===== src/rtl/resv_pkg.sv =====
package resv_pkg;
  typedef enum logic [2:0] {
    OP_IDLE,
    OP_LOAD,
    OP_LOCK,
    OP_STORE,
    OP_SC,
    OP_SC_UC
  } resv_op_e;
endpackage


===== src/rtl/resv_decode.sv =====
module resv_decode
  import resv_pkg::*;
(
  input  logic     valid,
  input  logic     store,
  input  logic     locked,
  input  logic     uncached,
  output resv_op_e op
);
  always_comb begin
    if (!valid)                     op = OP_IDLE;
    else if (!store && !locked)     op = OP_LOAD;
    else if (!store)                op = OP_LOCK;
    else if (!locked)               op = OP_STORE;
    else if (uncached)              op = OP_SC_UC;
    else                            op = OP_SC;
  end
endmodule


===== src/rtl/resv_slot.sv =====
module resv_slot
  import resv_pkg::*;
#(
  parameter int GRAN_HI = 28,
  parameter int PERIOD  = 100000
) (
  input  logic               clk,
  input  logic               rst,
  input  logic               sel,
  input  resv_op_e           op,
  input  logic [GRAN_HI-1:0] req_gran,
  input  logic               clr_all,
  output logic               hit,
  output logic               wrap
);
  localparam int PH_W = (PERIOD > 1) ? $clog2(PERIOD) : 1;

  logic               flag;
  logic [GRAN_HI-1:0] rgran;
  logic [PH_W-1:0]    phase;
  logic               fail;

  assign hit  = flag && (rgran == req_gran);
  assign fail = sel && (op == OP_SC) && !hit;
  assign wrap = fail && (phase == PH_W'(PERIOD - 1));

  always_ff @(posedge clk) begin
    if (rst) begin
      flag  <= 1'b0;
      rgran <= '0;
      phase <= '0;
    end else begin
      if (sel && op == OP_LOCK) begin
        flag  <= 1'b1;
        rgran <= req_gran;
      end else if (fail || (clr_all && hit)) begin
        flag  <= 1'b0;
      end
      if (fail)
        phase <= wrap ? '0 : phase + 1'b1;
      else if (sel && (op == OP_SC || op == OP_SC_UC))
        phase <= '0;
    end
  end
endmodule


===== src/rtl/resv_out.sv =====
module resv_out
  import resv_pkg::*;
#(
  parameter int NUM_CTX = 4,
  parameter int CTX_W   = 2
) (
  input  logic               clk,
  input  logic               rst,
  input  resv_op_e           op,
  input  logic               own_hit,
  input  logic [NUM_CTX-1:0] wrap_vec,
  input  logic [CTX_W-1:0]   ctx,
  output logic               res_valid,
  output logic               res_success,
  output logic               warn_pulse,
  output logic [CTX_W-1:0]   warn_ctx
);
  always_ff @(posedge clk) begin
    if (rst) begin
      res_valid   <= 1'b0;
      res_success <= 1'b0;
      warn_pulse  <= 1'b0;
      warn_ctx    <= '0;
    end else begin
      res_valid   <= (op == OP_SC);
      res_success <= (op == OP_SC) && own_hit;
      warn_pulse  <= |wrap_vec;
      if (|wrap_vec) warn_ctx <= ctx;
    end
  end
endmodule


===== src/rtl/resv_monitor.sv =====
module resv_monitor
  import resv_pkg::*;
#(
  parameter int NUM_CTX     = 4,
  parameter int ADDR_W      = 32,
  parameter int GRAN        = 4,
  parameter int WARN_PERIOD = 100000,
  localparam int CTX_W      = (NUM_CTX > 1) ? $clog2(NUM_CTX) : 1
) (
  input  logic              clk,
  input  logic              rst,
  input  logic              req_valid,
  input  logic [CTX_W-1:0]  req_ctx,
  input  logic [ADDR_W-1:0] req_addr,
  input  logic              req_store,
  input  logic              req_locked,
  input  logic              req_uncached,
  output logic              res_valid,
  output logic              res_success,
  output logic              warn_pulse,
  output logic [CTX_W-1:0]  warn_ctx
);
  localparam int GRAN_HI = ADDR_W - GRAN;

  resv_op_e           op;
  logic [NUM_CTX-1:0] hit_vec;
  logic [NUM_CTX-1:0] wrap_vec;
  logic               own_hit;
  logic               clr_all;
  logic               unused_ofs;

  assign unused_ofs = ^req_addr[GRAN-1:0];

  resv_decode u_dec (
    .valid(req_valid), .store(req_store), .locked(req_locked),
    .uncached(req_uncached), .op(op)
  );

  always_comb begin
    own_hit = 1'b0;
    for (int k = 0; k < NUM_CTX; k++)
      if (req_ctx == CTX_W'(k)) own_hit = hit_vec[k];
  end

  assign clr_all = (op == OP_STORE) || (op == OP_SC_UC) || (op == OP_SC && own_hit);

  for (genvar i = 0; i < NUM_CTX; i++) begin : g_slot
    resv_slot #(.GRAN_HI(GRAN_HI), .PERIOD(WARN_PERIOD)) u_slot (
      .clk(clk), .rst(rst),
      .sel(req_ctx == CTX_W'(i)),
      .op(op),
      .req_gran(req_addr[ADDR_W-1:GRAN]),
      .clr_all(clr_all),
      .hit(hit_vec[i]),
      .wrap(wrap_vec[i])
    );
  end

  resv_out #(.NUM_CTX(NUM_CTX), .CTX_W(CTX_W)) u_out (
    .clk(clk), .rst(rst), .op(op), .own_hit(own_hit), .wrap_vec(wrap_vec),
    .ctx(req_ctx), .res_valid(res_valid), .res_success(res_success),
    .warn_pulse(warn_pulse), .warn_ctx(warn_ctx)
  );
endmodule


===== config.mk =====
export PLATFORM = sky130hd
export DESIGN_NAME = resv_monitor
export DESIGN_NICKNAME = d
export VERILOG_FILES = /design/src/rtl/resv_pkg.sv /design/src/rtl/resv_decode.sv /design/src/rtl/resv_slot.sv /design/src/rtl/resv_out.sv /design/src/rtl/resv_monitor.sv
export SDC_FILE = /design/constraint.sdc
export NUM_CORES = 1
export LEC_CHECK = 0
export BUFFER_PORTS_ARGS = -buffer_cell sky130_fd_sc_hd__buf_2
export CAP_MARGIN = 10
export CORE_MARGIN = 2
export CORE_UTILIZATION = 50
export CTS_CLUSTER_SIZE = 20
export DETAILED_ROUTE_END_ITERATION = 7
export PLACE_DENSITY = 0.75
export SYNTH_ARGS = -nofsm -noshare
export SYNTH_HDL_FRONTEND = slang
export SYNTH_HIERARCHICAL = 1
export SYNTH_SLANG_ARGS = --single-unit
export TNS_END_PERCENT = 50

===== constraint.sdc =====
create_clock -name clk -period 6.7 [get_ports clk]
set_clock_uncertainty 0.2 [all_clocks]
set_input_delay 0 -clock clk [delete_from_list [all_inputs] [get_ports clk]]
set_output_delay 0 -clock clk [all_outputs]
set_load 0.005 [all_outputs]

==> results.cfg, run 1 <==
[run_status]
status = complete, no violations

[global_routing]
grt_usage_pct = 22.50
antenna_found_initial = 1
grt_pass1_vias = 8392
grt_max_degree = 118
grt_pass1_wl_microns = 39760
grt_overflow_total = 0

[layout]
utilization_pct = 57.15
drive_above_1_share_pct = 8.447
fin_nets = 1347
synthToLayoutAreaGrowth_pct = 11.91
multiInputGateArea_sq_um = 5758
regArea_sq_um = 3784
fillCellCount = 1780
design_area_sq_um = 11120

[sta]
relSlewSlack_pct = 21.46
finalCriticalPeriod_ps = 3290
finalCritPeriodShare_pct = 49.10
worst_pin_slew_ps = 1178
drv_slew = 0
setup_viol = 0
rsz0062_at_grt = false
fin_tns_setup_ps = 0
fmax_mhz = 304.0
finalHoldViolations = 0

[worst_setup_path]
reg2reg_from = g_slot[0].u_slot/rgran[0]
worst_path_max_delay_cell = and4_1
worstSetupEndpointType = flip-flop
cp_cell_sequence = dlygate4sd3_1 -> buf_2 -> ha_1 -> and2_1 -> and4_1 -> nand2_1 -> a21oi_1 -> dlygate4sd3_1
path_common_cell = dlygate4sd3_1
required_ps = 6880
crit_start = req_locked
start_kind = input port
critPathMaxStageDelay_ps = 1100
cp_max_fo = 29
crit_family = simple AND/OR/NAND/NOR gates
crit_buf_inv = 3
worstSetupPathType = in -> reg
worstPathArrival_ps = 3470

[route]
wirelength_microns = 24030
drc_errors = 0
vias_per_cell = 5.716
vias = 9031
post_drt_wl_per_cell_microns = 15.21
dr.pass1.iters = 5
ant_nets = 0
drt_iter0_markers = 662

[yosys]
syn_nets = 1320
synthFlopType = dfxtp_1
synth-seq-cells = 189
avgSynthCellArea_sq_um = 7.795
async_flop_share_pct = 0
synth_warnings = 6
synth_cell_type_count = 55
ys_seq_area_share_pct = 38.07
synth_edf_count = 0
syn_area_sq_um = 9938
syn_inst = 1275

[job]
drv_cap = 0

[place]
place_congestion = 0.7708
place_area_sq_um = 10200
place_hpwl_microns = 14900
place.port_buffers = 40

[pwr]
p_clk_share_pct = 42.8
intPower_uw = 1738
pwr-share-comb_pct = 7.8
p_seq_share_pct = 49.3
power.density_nw_per_um2 = 208.5
swShare_pct = 25.06
p_sw_uw = 581.0
vdd.ir_drop.worst_mv = 0.1838
power_leakage_uw = 0.003594

[floorplanning]
initial_utilization_pct = 51.06
ios = 45
die_y_microns = 145.0
die_w_microns = 145.0
coreArea_sq_um = 19460
die-area_sq_um = 21020
row_count = 51

[clocking]
clk_pin_slew_ps = 70
cts-root-buf = clkbuf_16
cts_tree = yes
cts_buffers = 17
worstSkewPairLatency_ps = 440
h-tree-depth = 4
clock-sinks = 189
cts_max_path_buffers = 2

[hold_path]
hp-start = req_uncached
hold_path.class = in -> reg
-- cells in the final DEF (no fill, tap or decap), types with 6 or more instances in the layout --
master / netlist / final
a21oi_1: 152 / 152
a31oi_1: 26 / 26
xor2_1: 21 / 21
inv_1: 13 / 13
nor2_1: 43 / 43
dfxtp_1: 189 / 189
nand2_1: 306 / 306
nor3_2: 6 / 6
and4_1: 7 / 7
nor2b_1: 12 / 12
nor4_1: 23 / 23
o21ai_1: 6 / 6
and3b_1: 6 / 6
clkbuf_16: 0 / 17
xnor2_1: 91 / 91
nand4_1: 72 / 72
nand3_1: 38 / 38
buf_2: 8 / 39
o21a_1: 8 / 8
buf_4: 0 / 10
dlygate4sd3_1: 0 / 34
nor3b_1: 12 / 12
nand3_2: 6 / 6
nand2b_1: 13 / 13
a32oi_1: 7 / 7
nor3_1: 23 / 23
o211ai_1: 35 / 35
and3_1: 11 / 11
and2_1: 20 / 20
-- synth_stat cells, types with 13 or more instances --
master / instances / area (sq um)
a31oi_1: 26 / 162.7
nor2_1: 43 / 161.4
nor3_1: 23 / 115.1
nand3_1: 38 / 190.2
nor4_1: 23 / 143.9
and2_1: 20 / 125.1
clkbuf_1: 35 / 131.4
xor2_1: 21 / 183.9
xnor2_1: 91 / 797.0
nand4_1: 72 / 450.4
nand2_1: 306 / 1149
nand2b_1: 13 / 81.33
inv_1: 13 / 48.80
a21oi_1: 152 / 760.7
dfxtp_1: 189 / 3784
buf_1: 26 / 97.59
o211ai_1: 35 / 262.8
-- layout make-up --
class	count	area share [%]
Multi-Input combinational cell	997	51.77
Sequential cell	189	34.02
Timing Repair Buffer	84	5.591
Clock buffer	19	3.982
Tap cell	265	2.981
Clock inverter	12	1.192
Inverter	13	0.4387
Antenna cell	1	0.02250
-- worst reg2reg max path: cells and delay by family, from the launching register on --
family,cells,cell delay [ps]
buffers and inverters,1,210
muxes,1,270
DFF,1,340
AOI/OAI and AO/OA,2,370
and+or+nand+nor,4,1390
xor gates and xnor gates,1,180
-- layer usage --
metal / global-route usage, % / vias to the layer above / wire length [microns]
met1: 29.08 / 4302 / 11220
met2: 38.38 / 169 / 11560
met5: 0 / - / 0
met3: 3.396 / 29 / 817
li1: - / 4531 / -
met4: 7.673 / 0 / 435
-- through the flow --
stage | total power [uW] | setup slack (ps) | instances | hold slack [ps]
after floorplan | 1275 | 3960 | 1275 | -127.6
after global placement | 1330 | 3681 | 1514 | 138.2
after detailed placement | 1334 | 3611 | 1514 | 145.4
after CTS | 2339 | 3540 | 1579 | 0.07633
after global routing | 2402 | 3269 | 1579 | 57.99
final | 2319 | 3410 | 1580 | 19.65
-- flip-flops by register name, indices dropped and copies added (netlist names) --
| signal | flops |
|---|---|
| g_slot.u_slot/phase | 68 |
| u_out/warn_pulse | 1 |
| u_out/warn_ctx | 2 |
| g_slot.u_slot/rgran | 112 |
| u_out/res_success | 1 |
| u_out/res_valid | 1 |
| g_slot.u_slot/flag | 4 |
-- cells by family after synthesis --
kind of cell / synth area share, %
mux: 0.8812
flops: 38.07
simple gates: 31.68
xor+xnor: 9.870
compound gates: 14.88
buf+inv: 3.991
fa+ha+maj: 0.6295
-- worst paths after layout --
check | endpoint | slack, ps | cells after the start
max | g_slot[2].u_slot/rgran[12] | 3410 | 8
min | u_out/res_valid | 20 | 5
max reg2reg | g_slot[3].u_slot/flag | 3580 | 9
min reg2reg | g_slot[3].u_slot/rgran[27] | 270 | 2
-- power by group through the flow --
stage               clock network (uW)  logic (uW)  registers (uW)
floorplan                            0         107            1170
global placement                     0         160            1170
detailed placement                   0         163            1170
CTS                               1010         180            1140
global route                      1060         198            1150
finish                             993         182            1140
-- repair_timing --
action | 4_1_cts | 5_1_grt
buffers inserted | 0 | 0
endpoints found under the hold margin | 160 | 0
gates resized for setup | 0 | 0
hold buffers | 34 | 0
No activity file was read; power rests on OpenSTA's default activity.
==> run 2, diff against run 1 <==
- PLACE_DENSITY: 0.75 -> 0.78
- clock period: 6.7 -> 3 ns (I/O delays scaled with it)
==> results.cfg, run 2 (same netlist as run 1, synthesis figures left out) <==
[floorplanning]
die_w_microns = 145.0
ios = 45
initial_utilization_pct = 51.06
die_y_microns = 145.0
die-area_sq_um = 21020
row_count = 51
coreArea_sq_um = 19460

[pwr]
power_leakage_uw = 0.003655
p_seq_share_pct = 49.3
pwr-share-comb_pct = 7.9
power.density_nw_per_um2 = 461.6
swShare_pct = 26.50
p_sw_uw = 1373
vdd.ir_drop.worst_mv = 0.4093
p_clk_share_pct = 42.7
intPower_uw = 3807

[job]
drv_cap = 0

[worst_setup_path]
required_ps = 3190
crit_buf_inv = 7
cp.depth = 11
worstSetupEndpointType = flip-flop
worstSetupPathType = in -> reg
worstPathArrival_ps = 2980
start_kind = input port
crit_family = buffers and inverters
worst_path_max_delay_cell = dlygate4sd3_1
path_common_cell = dlygate4sd3_1
rr_worst_depth = 9
cp_cell_sequence = dlygate4sd3_1 -> buf_2 -> a21boi_1 -> dlygate4sd3_1 -> buf_4 -> inv_1 -> nand4_1 -> buf_4 -> nand2_1 -> a21oi_1 -> dlygate4sd3_1
critPathMaxStageDelay_ps = 570
cp_max_fo = 29

[clocking]
worstSkewPairLatency_ps = 440
clk_pin_slew_ps = 80
cts_setup_buffers = 0
cts_max_path_buffers = 2
h-tree-depth = 4
clock-sinks = 189
cts_buffers = 17
cts_tree = yes
cts-root-buf = clkbuf_16
post_cts_resized = 0

[sta]
rsz0062_at_grt = false
setup_viol = 0
worst_pin_slew_ps = 947.5
drv_slew = 0
fmax_mhz = 358.8
finalCriticalPeriod_ps = 2787
relSlewSlack_pct = 36.54
fin_tns_setup_ps = 0
finalCritPeriodShare_pct = 92.90
finalHoldViolations = 0

[place]
place.port_buffers = 40
place_congestion = 0.7972
dp_cells = 1526
place_hpwl_microns = 14500

[route]
drc_errors = 0
vias_per_cell = 5.697
wirelength_microns = 23610
vias = 9070
post_drt_wl_per_cell_microns = 14.83
ant_nets = 0
dr.pass1.iters = 5
drt_iter0_markers = 685

[layout]
largest_reg_flops = 112
drive_above_1_share_pct = 9.344
num_antenna_cells = 0
final_common_cell = nand2_1
largest_register = g_slot.u_slot/rgran
fin_nets = 1359
utilization_pct = 57.65
finalNonFillerCells = 1592
layout_common_cells = nand2_1, dfxtp_1, a21oi_1
synthToLayoutAreaGrowth_pct = 12.90
top_regs = g_slot.u_slot/rgran (112), g_slot.u_slot/phase (68), g_slot.u_slot/flag (4)

[hold_path]
whs_path_depth = 3
hold_path.class = in -> reg

[global_routing]
antenna_found_initial = 0
grt_overflow_total = 0
grt_pass1_wl_microns = 39660
grt_max_degree = 109
grt_pass1_vias = 8232
grt_usage_pct = 22.19

[run_status]
status = complete, no violations
[run 2: power groups by stage]
stage               registers, uW  logic [uW]  clock network, uW
floorplan                    2610         238                  0
global placement             2610         362                  0
detailed placement           2610         368                  0
CTS                          2550         407               2270
global route                 2560         447               2370
finish                       2550         411               2210
[run 2: cell type report]
class                   count  area [sq um]
well taps                 265         331.6
inverters                  13         48.80
fillers                  1727          8242
repair buffers             96         724.4
flip-flops and latches    189          3784
clock inverters            14         145.1
clock buffers              18         429.2
multi-input cells         997          5758
[run 2: tightest hold or removal path, cell delays in order]
cell     delay [ps]
buf_2           100
and2_1          300
nor4b_2         250
[run 2: worst paths after layout]
kind,end,slack [ps],start
hold reg to reg,g_slot[2].u_slot/rgran[11],270,g_slot[2].u_slot/rgran[11]
setup / recovery,g_slot[3].u_slot/rgran[17],210,req_locked
hold / removal,u_out/res_valid,70,req_valid
setup reg to reg,g_slot[1].u_slot/flag,320,g_slot[2].u_slot/rgran[25]
[run 2: repair_timing]
action / CTS / global route
hold endpoints to repair: 170 / 0
hold buffers: 34 / 0
endpoints found under the setup margin: 0 / 0
[run 2: metrics by stage]
step	setup slack (ps)	instance area [sq um]	hold slack, ps	power [uW]
2_1_floorplan	260.0	9938	-127.6	2848
3_3_place_gp	471.2	10310	138.9	2974
3_5_place_dp	409.8	10310	147.3	2981
4_1_cts	324.4	11220	29.00	5233
5_1_grt	126.3	11220	62.63	5380
6_report	212.9	11220	65.48	5180
[run 2: per-layer routing]
metal / global-route usage [%] / part of all wire (%)
met4: 5.990 / 1.0
met2: 36.24 / 48
met3: 3.931 / 4.7
met1: 30.29 / 46
met5: 0 / 0
==> run 3, diff against run 2 <==
- CELL_PAD_IN_SITES_DETAIL_PLACEMENT: unset -> 1
- CELL_PAD_IN_SITES_GLOBAL_PLACEMENT: unset -> 1
- CORE_UTILIZATION: 50 -> 42
- PLACE_DENSITY: 0.78 -> 0.84
- RECOVER_POWER: unset -> 100
==> results.cfg, run 3 (same netlist as run 1, synthesis figures left out) <==
[run_status]
status = complete, no violations

[place]
place_hpwl_microns = 17900
place_congestion = 0.7557
place.port_buffers = 40

[worst_setup_path]
critPathMaxStageDelay_ps = 580
cp_cell_sequence = dlygate4sd3_1 -> buf_2 -> xnor2_1 -> nand4_1 -> nor4_1 -> nand3_2 -> clkbuf_2 -> mux2_4 -> a211oi_2
worstPathArrival_ps = 2960
required_ps = 3130
start_kind = input port
cp_max_fo = 24
worstSetupEndpointType = flip-flop
worst_path_max_delay_cell = nor4_1
worstSetupPathType = in -> reg

[layout]
top_regs = g_slot.u_slot/rgran (112), g_slot.u_slot/phase (68), g_slot.u_slot/flag (4)
num_antenna_cells = 0
synthToLayoutAreaGrowth_pct = 13.21
largest_reg_flops = 112
largest_register = g_slot.u_slot/rgran
drive_above_1_share_pct = 8.892
fin_nets = 1359
final_common_cell = nand2_1
layout_common_cells = nand2_1, dfxtp_1, a21oi_1

[pwr]
swShare_pct = 26.76
pwr-share-comb_pct = 8.0
p_sw_uw = 1422
power.density_nw_per_um2 = 472.3
vdd.ir_drop.worst_mv = 0.3358
fin_total_pwr_uw = 5314
power_leakage_uw = 0.003626
p_seq_share_pct = 48.1
p_clk_share_pct = 43.9
intPower_uw = 3892

[floorplanning]
ios = 45
die_w_microns = 157.8
die-area_sq_um = 24910
coreArea_sq_um = 23330
row_count = 56
die_y_microns = 157.8
initial_utilization_pct = 42.59

[route]
drc_errors = 0
vias_per_cell = 5.680
drt_iter0_markers = 548
post_drt_wl_per_cell_microns = 17.61
vias = 9350
ant_nets = 0
dr.pass1.iters = 5
wirelength_microns = 28990

[sta]
fmax_mhz = 353.7
finalHoldViolations = 0
relSlewSlack_pct = 3.695
drv_slew = 0
finalCriticalPeriod_ps = 2827
worst_pin_slew_ps = 1445
setup_viol = 0
fin_tns_setup_ps = 0
rsz0062_at_grt = false
finalCritPeriodShare_pct = 94.24

[clocking]
worstSkewPairLatency_ps = 440
post_cts_resized = 0
cts-root-buf = clkbuf_16
cts_tree = yes
cts_buffers = 17
clk_pin_slew_ps = 80
h-tree-depth = 4
cts_max_path_buffers = 2
clock-sinks = 189

[job]
drv_cap = 0

[global_routing]
grt_overflow_total = 0
grt_max_degree = 114
grt_usage_pct = 23.70
antenna_found_initial = 0
grt_pass1_vias = 9580
grt_pass1_wl_microns = 47410

[hold_path]
hold_path.class = in -> reg
==> run 3: cell types whose count changed in the layout (fill, tap and decap cells not counted), moves of 2 or more <==
| cell | previous run | this run |
|---|---|---|
| nor4_1 | 23 | 26 |
| clkbuf_1 | 1 | 6 |
| nor4_2 | 5 | 3 |
| dlygate4sd3_1 | 34 | 31 |
| clkbuf_2 | 0 | 7 |
| and2_0 | 0 | 2 |
| buf_2 | 39 | 36 |
| o21ai_1 | 6 | 1 |
| o21ai_0 | 2 | 7 |
| and2_1 | 20 | 18 |
| buf_4 | 21 | 15 |
==> run 3: path summary, 6_finish.rpt <==
path                              start                          to  slack [ps]  cells past startpoint
max                        req_addr[21]       g_slot[1].u_slot/flag         170                      9
min                          req_locked             u_out/res_valid           6                      4
max reg2reg  g_slot[1].u_slot/rgran[16]       g_slot[1].u_slot/flag         190                      7
min reg2reg  g_slot[0].u_slot/rgran[11]  g_slot[0].u_slot/rgran[11]         270                      2
==> run 3: final cells by class <==
cell class | instances | area [sq um]
flip-flops and latches | 189 | 3784
well taps | 319 | 399.1
inverters | 13 | 48.80
multi-input cells | 997 | 5727
repair buffers | 96 | 688.2
fillers | 2867 | 12080
clock inverters | 14 | 175.2
clock buffers | 18 | 429.2
==> run 3: timing repair <==
action | 4_1_cts | 5_1_grt
hold endpoints to repair | 167 | 0
hold buffers | 31 | 0
setup buffers | 0 | 0
==> run 3: power groups by stage <==
stage          Sequential [uW]  Clock, uW  Combinational (uW)
2_1_floorplan             2610          0                 238
3_3_place_gp              2610          0                 374
3_5_place_dp              2610          0                 385
4_1_cts                   2560       2390                 424
5_1_grt                   2560       2490                 462
6_report                  2560       2330                 425
==> run 3: metrics by stage <==
step	setup slack, ps	instance area [sq um]	util (%)	cells	hold WS [ps]
after CTS	272.1	11310	48.48	1646	5.434
after detailed placement	336.8	10400	44.56	1583	150.6
after global placement	445.1	10400	44.56	1583	138.1
final	172.8	11250	48.22	1646	5.535
after floorplan	260.0	9938	-	1275	-127.6
after global routing	62.43	11250	48.22	1646	15.30
==> run 3: per-layer routing <==
layer | GRT usage [%] | vias to the layer above | routed length (microns)
met4 | 7.359 | 0 | 501
met3 | 3.805 | 38 | 849
met5 | 0 | - | 0
met2 | 43.19 | 136 | 14960
met1 | 28.42 | 4627 | 12680
li1 | - | 4549 | -
==> run 3: critical path, delay by kind of cell <==
kind,cells,cell delay [ps]
XOR/XNOR,1,150
multiplexers,1,410
AND/OR/NAND/NOR,3,910
AO/OA/AOI/OAI,1,290
buffers and inverters,3,1180
